$ cat config.mk
export PLATFORM = sky130hd
export DESIGN_NAME = windowed_wdog
export DESIGN_NICKNAME = d
export VERILOG_FILES = /design/src/rtl/wdw_pkg.sv /design/src/rtl/wdw_cfg.sv /design/src/rtl/wdw_feed.sv /design/src/rtl/wdw_core.sv /design/src/rtl/windowed_wdog.sv
export SDC_FILE = /design/constraint.sdc
export NUM_CORES = 1
export LEC_CHECK = 0
export CAP_MARGIN = 40
export CORE_MARGIN = 10
export CORE_UTILIZATION = 62
export CTS_BUF_LIST = sky130_fd_sc_hd__clkbuf_8
export DETAILED_ROUTE_END_ITERATION = 8
export DONT_BUFFER_PORTS = 1
export GPL_TIMING_DRIVEN = 1
export PLACE_DENSITY = 0.78
export SETUP_SLACK_MARGIN = 0.02
export SLEW_MARGIN = 30
export SYNTH_ARGS = -nofsm -noshare
export SYNTH_HDL_FRONTEND = slang
export SYNTH_SLANG_ARGS = --single-unit
$ cat constraint.sdc
create_clock -name clk -period 3.9 [get_ports clk]
set_clock_uncertainty 0.05 [all_clocks]
set_input_delay 0.195 -clock clk [delete_from_list [all_inputs] [get_ports clk]]
set_output_delay 0.195 -clock clk [all_outputs]
set_load 0.01 [all_outputs]
$ cat src/rtl/wdw_pkg.sv
package wdw_pkg;
  localparam int SEL_W = 4;
  localparam int EV_N  = 3;

  localparam int EV_TO    = 0;
  localparam int EV_EARLY = 1;
  localparam int EV_RST   = 2;

  localparam int unsigned A_CTRL = 0;
  localparam int unsigned A_ARM  = 1;
  localparam int unsigned A_FEED = 2;
  localparam int unsigned A_LOCK = 3;
  localparam int unsigned A_FLAG = 4;

  localparam logic [31:0] K_UNLOCK = 32'h0000_00C3;
  localparam logic [31:0] K_LOCK   = 32'h0000_003C;
  localparam logic [31:0] K_FEED1  = 32'h0000_00A5;
  localparam logic [31:0] K_FEED2  = 32'h0000_005A;

  typedef struct packed {
    logic [SEL_W-1:0] rst_sel;
    logic [SEL_W-1:0] wait_sel;
    logic [SEL_W-1:0] to_sel;
    logic [1:0]       spare;
    logic             tmr_en;
    logic             clk_en;
  } ctrl_t;
endpackage

$ cat src/rtl/wdw_cfg.sv
module wdw_cfg
  import wdw_pkg::*;
#(
  parameter int DW         = 32,
  parameter int AW         = 3,
  parameter int PERIOD_MAX = 16
) (
  input  logic          clk,
  input  logic          rst_n,
  input  logic          wr,
  input  logic [AW-1:0] addr,
  input  logic [DW-1:0] wdata,
  output logic          locked,
  output ctrl_t         ctrl,
  output logic [EV_N-1:0] arm
);
  localparam logic [SEL_W-1:0] SEL_TOP = SEL_W'(PERIOD_MAX - 1);

  logic  wr_lock, wr_ctrl, wr_arm, codes_ok;
  ctrl_t wctrl;

  assign wr_lock = wr && (addr == AW'(A_LOCK));
  assign wr_ctrl = wr && (addr == AW'(A_CTRL));
  assign wr_arm  = wr && (addr == AW'(A_ARM));
  assign wctrl   = wdata[$bits(ctrl_t)-1:0];
  assign codes_ok = (wctrl.to_sel <= SEL_TOP) && (wctrl.wait_sel <= SEL_TOP) &&
                    (wctrl.rst_sel <= SEL_TOP);

  always_ff @(posedge clk or negedge rst_n) begin
    if (!rst_n) begin
      locked <= 1'b1;
    end else if (wr_lock && wdata == DW'(K_UNLOCK)) begin
      locked <= 1'b0;
    end else if (wr_lock && wdata == DW'(K_LOCK)) begin
      locked <= 1'b1;
    end
  end

  always_ff @(posedge clk or negedge rst_n) begin
    if (!rst_n) begin
      ctrl <= '0;
    end else if (wr_ctrl && !locked && codes_ok) begin
      ctrl       <= wctrl;
      ctrl.spare <= '0;
    end
  end

  always_ff @(posedge clk or negedge rst_n) begin
    if (!rst_n) arm <= '0;
    else if (wr_arm) arm <= wdata[EV_N-1:0];
  end

  p_locked_hold_r3: assert property (@(posedge clk) disable iff (!rst_n)
    locked |=> $stable(ctrl));
  p_bad_code_r4: assert property (@(posedge clk) disable iff (!rst_n)
    (wr_ctrl && wdata[7:4] > SEL_TOP) |=> $stable(ctrl));
endmodule

$ cat src/rtl/wdw_feed.sv
module wdw_feed
  import wdw_pkg::*;
#(
  parameter int DW = 32,
  parameter int AW = 3
) (
  input  logic          clk,
  input  logic          rst_n,
  input  logic          wr,
  input  logic [AW-1:0] addr,
  input  logic [DW-1:0] wdata,
  output logic          feed
);
  logic to_feed, armed_q;

  assign to_feed = wr && (addr == AW'(A_FEED));
  assign feed    = to_feed && (wdata == DW'(K_FEED2)) && armed_q;

  // Any write re-decides the armed state, so only back-to-back keys pass.
  always_ff @(posedge clk or negedge rst_n) begin
    if (!rst_n) armed_q <= 1'b0;
    else if (wr) armed_q <= to_feed && (wdata == DW'(K_FEED1));
  end

  p_feed_single_r7: assert property (@(posedge clk) disable iff (!rst_n)
    feed |=> !feed);
endmodule

$ cat src/rtl/wdw_core.sv
module wdw_core
  import wdw_pkg::*;
#(
  parameter int TOP_EXP = 31
) (
  input  logic             clk,
  input  logic             rst_n,
  input  logic             run,
  input  logic [SEL_W-1:0] to_sel,
  input  logic [SEL_W-1:0] wait_sel,
  input  logic [SEL_W-1:0] rst_sel,
  input  logic [EV_N-1:0]  arm,
  input  logic             feed,
  input  logic [EV_N-1:0]  flag_clr,
  output logic [EV_N-1:0]  flags,
  output logic             irq,
  output logic             rst_req
);
  localparam int CW = TOP_EXP + 1;

  function automatic logic [CW-1:0] thr_of(input logic [SEL_W-1:0] code);
    return CW'(1) << (TOP_EXP - int'(code));
  endfunction

  logic [CW-1:0]   cnt_q, cnt_inc, thr_to, thr_wait, thr_rst;
  logic            step;
  logic [EV_N-1:0] ev;

  assign thr_to   = thr_of(to_sel);
  assign thr_wait = thr_of(wait_sel);
  assign thr_rst  = thr_of(rst_sel);
  assign cnt_inc  = cnt_q + 1'b1;
  assign step     = run && !feed && !(&cnt_q);

  assign ev[EV_TO]    = step && (cnt_inc == thr_to);
  assign ev[EV_EARLY] = feed && (cnt_q < thr_wait);
  assign ev[EV_RST]   = step && (cnt_inc == thr_rst) && arm[EV_RST];

  always_ff @(posedge clk or negedge rst_n) begin
    if (!rst_n) begin
      cnt_q   <= '0;
      flags   <= '0;
      rst_req <= 1'b0;
    end else begin
      if (feed) cnt_q <= '0;
      else if (step) cnt_q <= cnt_inc;
      flags   <= (flags & ~flag_clr) | ev;
      rst_req <= ev[EV_RST];
    end
  end

  assign irq = |(flags & arm);

  p_feed_restart_r7: assert property (@(posedge clk) disable iff (!rst_n)
    feed |=> (cnt_q == '0));
  p_hold_r5: assert property (@(posedge clk) disable iff (!rst_n)
    (!run && !feed) |=> $stable(cnt_q));
  p_rst_pulse_r9: assert property (@(posedge clk) disable iff (!rst_n)
    rst_req |=> !rst_req);
  p_rst_flag_r9: assert property (@(posedge clk) disable iff (!rst_n)
    rst_req |-> flags[EV_RST]);
  p_w1c_r10: assert property (@(posedge clk) disable iff (!rst_n)
    ((&flag_clr) && !(|ev)) |=> (flags == '0));
endmodule

$ cat src/rtl/windowed_wdog.sv
module windowed_wdog
  import wdw_pkg::*;
#(
  parameter int DW         = 32,
  parameter int AW         = 3,
  parameter int TOP_EXP    = 31,
  parameter int PERIOD_MAX = 16
) (
  input  logic          clk,
  input  logic          rst_n,
  input  logic          reg_wr,
  input  logic [AW-1:0] reg_addr,
  input  logic [DW-1:0] reg_wdata,
  output logic [DW-1:0] reg_rdata,
  output logic          irq,
  output logic          rst_req
);
  logic            locked, feed;
  ctrl_t           ctrl;
  logic [EV_N-1:0] arm, flags, flag_clr;

  assign flag_clr = (reg_wr && reg_addr == AW'(A_FLAG)) ? reg_wdata[EV_N-1:0] : '0;

  wdw_cfg #(.DW(DW), .AW(AW), .PERIOD_MAX(PERIOD_MAX)) u_cfg (
    .clk(clk), .rst_n(rst_n), .wr(reg_wr), .addr(reg_addr), .wdata(reg_wdata),
    .locked(locked), .ctrl(ctrl), .arm(arm));

  wdw_feed #(.DW(DW), .AW(AW)) u_feed (
    .clk(clk), .rst_n(rst_n), .wr(reg_wr), .addr(reg_addr), .wdata(reg_wdata),
    .feed(feed));

  wdw_core #(.TOP_EXP(TOP_EXP)) u_core (
    .clk(clk), .rst_n(rst_n), .run(ctrl.clk_en && ctrl.tmr_en),
    .to_sel(ctrl.to_sel), .wait_sel(ctrl.wait_sel), .rst_sel(ctrl.rst_sel),
    .arm(arm), .feed(feed), .flag_clr(flag_clr),
    .flags(flags), .irq(irq), .rst_req(rst_req));

  always_comb begin
    case (reg_addr)
      AW'(A_CTRL): reg_rdata = DW'(ctrl);
      AW'(A_ARM):  reg_rdata = DW'(arm);
      AW'(A_LOCK): reg_rdata = DW'(locked);
      AW'(A_FLAG): reg_rdata = DW'(flags);
      default:     reg_rdata = '0;
    endcase
  end
endmodule

==> metrics.json <==
{
  "grt_antenna_before_repair": {"value": 0},
  "rsz_0062_raised_after_global_routing": {"value": "no"},
  "yosys.area.top_type": {"value": "dfrtp_1"},
  "rows": {"value": 31},
  "synth_area_per_cell": {"value": 8.297, "unit": "um^2"},
  "power.clock.fraction": {"value": 27.8, "unit": "%"},
  "clock_transition_time_at_the_flip_flop_clock_pins_of_the_worst_setup_and_hold_paths": {"value": 0.11, "unit": "ns"},
  "grtUsageTotal": {"value": 23.11, "unit": "%"},
  "internal_power": {"value": 0.9587, "unit": "mW"},
  "design.core.area": {"value": 7370, "unit": "um^2"},
  "max_freq": {"value": 299.8, "unit": "MHz"},
  "die_w": {"value": 107.9, "unit": "um"},
  "worst-path-max-fanout": {"value": 13},
  "cellPowerDensity": {"value": 284.1, "unit": "nW/um^2"},
  "design.final.nets": {"value": 627},
  "layout_min_cycle_time": {"value": 3.336, "unit": "ns"},
  "synth-edff-count": {"value": 0},
  "clock_tree.root_cell": {"value": "clkbuf_8"},
  "setup_viol": {"value": 0},
  "tritoncts": {"value": "yes"},
  "rr_endpoint": {"value": "u_core.flags[2]$_DFF_PN0_"},
  "critical_path.startpoint_type": {"value": "flip-flop"},
  "hpwl_dp": {"value": 10210, "unit": "um"},
  "tritoncts.num_buffers": {"value": 5},
  "drc": {"value": 0},
  "yosys_warnings": {"value": 0},
  "initial_utilization": {"value": 64.96, "unit": "%"},
  "gp_congestion": {"value": 0.9667},
  "ios": {"value": 72},
  "r2r.worst_path.cells": {"value": 8},
  "hold_depth": {"value": 1},
  "postSynthCellCount": {"value": 577},
  "slew_viol_final": {"value": 0},
  "postSynth.asyncResetShare": {"value": 100.0, "unit": "%"},
  "tns": {"value": 0, "unit": "ns"},
  "share_comb_of_total_power": {"value": 22.1, "unit": "%"},
  "num_antenna_cells": {"value": 0},
  "grt_max_degree": {"value": 56},
  "vias_in_the_first_global_route": {"value": 4406},
  "postCtsResizedCells": {"value": 0},
  "setup.worst_path.class": {"value": "reg -> reg"},
  "worst_pin_slew": {"value": 0.7499, "unit": "ns"},
  "setup_repair_bufs_after_cts": {"value": 0},
  "finalWirelength": {"value": 13570, "unit": "um"},
  "drt_first_pass_iters": {"value": 5},
  "route.detailed.vias_per_inst": {"value": 6.632},
  "total_leakage_power": {"value": 2.023, "unit": "nW"},
  "share_of_the_synthesized_area_in_the_top_cell_type": {"value": 28.23, "unit": "%"},
  "min_to": {"value": "u_cfg.ctrl[14]$_DFFE_PN0P_"},
  "ir_worst_vdd": {"value": 0.2058, "unit": "mV"},
  "critPathCaptureType": {"value": "flip-flop"},
  "drt_first_iter_violations": {"value": 560},
  "ant_nets": {"value": 0},
  "hold_path.startpoint": {"value": "reg_wdata[14]"},
  "clkLatencyLatePin": {"value": 0.32, "unit": "ns"},
  "dominantRegCellSynth": {"value": "dfrtp_1"},
  "net_sw_power": {"value": 0.4765, "unit": "mW"},
  "die_h": {"value": 107.9, "unit": "um"},
  "route.vias.total": {"value": 4457},
  "fin_crit_sh": {"value": 85.54, "unit": "%"},
  "design.die.area": {"value": 11640, "unit": "um^2"},
  "cts-root-to-sink-buffers": {"value": 2},
  "area.growth.synth_to_final": {"value": 5.515, "unit": "%"},
  "maxCapViolations": {"value": 0},
  "ys_seq_elements": {"value": 55},
  "totalPowerFinal": {"value": 1.435, "unit": "mW"},
  "seqPwrFrac": {"value": 50.1, "unit": "%"},
  "post_cts_hold_buffer_count": {"value": 18},
  "reg2reg_setup_slack": {"value": 0.56, "unit": "ns"},
  "rr_startpoint": {"value": "u_core.cnt_q[3]$_DFFE_PN0P_"},
  "timing_hold_violations_final": {"value": 0},
  "htree_num_levels": {"value": 2},
  "synth.top_cells.by_area": {"value": "dfrtp_1, nor2_1, ha_1, mux2_2, xor2_1"},
  "power_switching_share": {"value": 33.20, "unit": "%"},
  "first_pass_grt_wire_length": {"value": 22340, "unit": "um"},
  "min-delay-path-class": {"value": "in -> reg"},
  "highest_count_cells_in_the_layout_ignoring_fill_and_taps": {"value": "nor2_1, dfrtp_1, nand2_1"},
  "slew-limit-headroom": {"value": 49.55, "unit": "%"},
  "layout_commonest_cell": {"value": "nor2_1"},
  "grt.overflow.total": {"value": 0},
  "cp.required": {"value": 4.11, "unit": "ns"},
  "number_of_i_o_port_buffers": {"value": 0},
  "worst-endpoint-arrival": {"value": 3.54, "unit": "ns"},
  "status": {"value": "completed"},
  "tritoncts_num_sinks": {"value": 55},
  "layout-drive-gt1-share": {"value": 8.377, "unit": "%"},
  "synthesis.area": {"value": 4787, "unit": "um^2"},
  "synthDistinctLibCells": {"value": 69},
  "wl_per_cell": {"value": 20.19, "unit": "um"},
  "ys_seq_area_share": {"value": 28.78, "unit": "%"}
}
==> worst max-delay path, stage by stage (launching register included) <==
cell and delay, ns:
dfrtp_1 0.49, nand4_2 0.40, nor4_1 0.44, nand4_2 0.24, xor2_1 0.35, or4bb_1 0.54
a32o_1 0.30, nor4_2 0.33, a21o_1 0.12
==> cells by family (layout without fill, tap and decap cells) <==
| logic type | count (synthesis) | count (layout) | share of synthesized area (%) |
|---|---|---|---|
| xor+xnor | 41 | 41 | 7.501 |
| compound gates | 86 | 86 | 12.86 |
| buf+inv | 59 | 39 | 6.220 |
| fa+ha+maj | 17 | 17 | 4.443 |
| flops | 55 | 55 | 28.78 |
| simple gates | 293 | 293 | 34.42 |
| other cells | 1 | 17 | 0.07834 |
| mux | 25 | 25 | 5.698 |
==> layer usage <==
metal	up-vias	global-route usage [%]	share of wire, %
li1	2078	-	-
met1	2109	30.16	41
met2	231	37.60	47
met3	39	4.611	9.4
met4	0	6.775	2.3
met5	-	0	0
==> synth_stat cells, types with 5 or more instances <==
library cell / instances
or3_1: 8
nor2_1: 65
nand4_1: 19
clkbuf_1: 23
mux2i_1: 7
nor4b_1: 5
o31ai_1: 9
and4_1: 6
nand2_1: 50
buf_4: 17
inv_1: 9
nor3_1: 11
and2_1: 15
nand3_1: 29
nand3b_1: 8
nor4_1: 17
xnor2_1: 19
xor2_1: 22
o21ai_0: 13
and3_1: 16
dfrtp_1: 54
a21oi_1: 15
o2111ai_1: 5
nor2b_1: 11
mux2_2: 18
buf_2: 10
ha_1: 17
==> worst max path at each step <==
stage	endpoint	slack [ns]	cells after the start	startpoint
floorplan	u_core.flags[2]$_DFF_PN0_	1.19	9	u_core.cnt_q[0]$_DFFE_PN0P_
global placement	u_core.flags[2]$_DFF_PN0_	0.81	8	u_core.cnt_q[3]$_DFFE_PN0P_
detailed placement	u_core.flags[2]$_DFF_PN0_	0.65	8	u_core.cnt_q[3]$_DFFE_PN0P_
CTS	u_core.flags[2]$_DFF_PN0_	0.60	8	u_core.cnt_q[3]$_DFFE_PN0P_
global route	u_core.flags[2]$_DFF_PN0_	0.44	8	u_core.cnt_q[3]$_DFFE_PN0P_
finish	u_core.flags[2]$_DFF_PN0_	0.56	8	u_core.cnt_q[3]$_DFFE_PN0P_
==> power by group through the flow <==
stage / registers [mW] / clock network, mW / logic (mW)
detailed placement: 0.725 / 0 / 0.283
global placement: 0.724 / 0 / 0.271
CTS: 0.714 / 0.405 / 0.314
global route: 0.732 / 0.423 / 0.352
finish: 0.720 / 0.399 / 0.317
floorplan: 0.642 / 0 / 0.315
==> area by class of cell <==
class                   instances  area, um^2
multi-input cells             479        3177
clock inverters                 3       45.04
fillers                       604        2318
repair buffers                 22       225.2
clock buffers                   5       68.82
flip-flops and latches         55        1378
well taps                      99       123.9
inverters                       9       33.78
==> per-stage QoR <==
step,std cells,util (%),worst slack (ns),cell area [um^2],hold slack [ns]
CTS,672,68.54,0.6012,5051,0.0002146
detailed placement,646,64.31,0.6463,4740,-0.1479
finish,672,68.54,0.5640,5051,0.005374
global placement,645,64.24,0.8069,4735,-0.1478
floorplan,593,-,1.188,4847,-0.1506
global route,672,68.54,0.4381,5051,0.002145
==> state kept, by name, summed over array words and instances, names as in the netlist <==
signal          count
u_cfg.arm           3
u_cfg.ctrl         14
u_cfg.locked        1
u_core.cnt_q       32
u_core.flags        3
u_core.rst_req      1
u_feed.armed_q      1
Power figures use the tool's default switching activity.
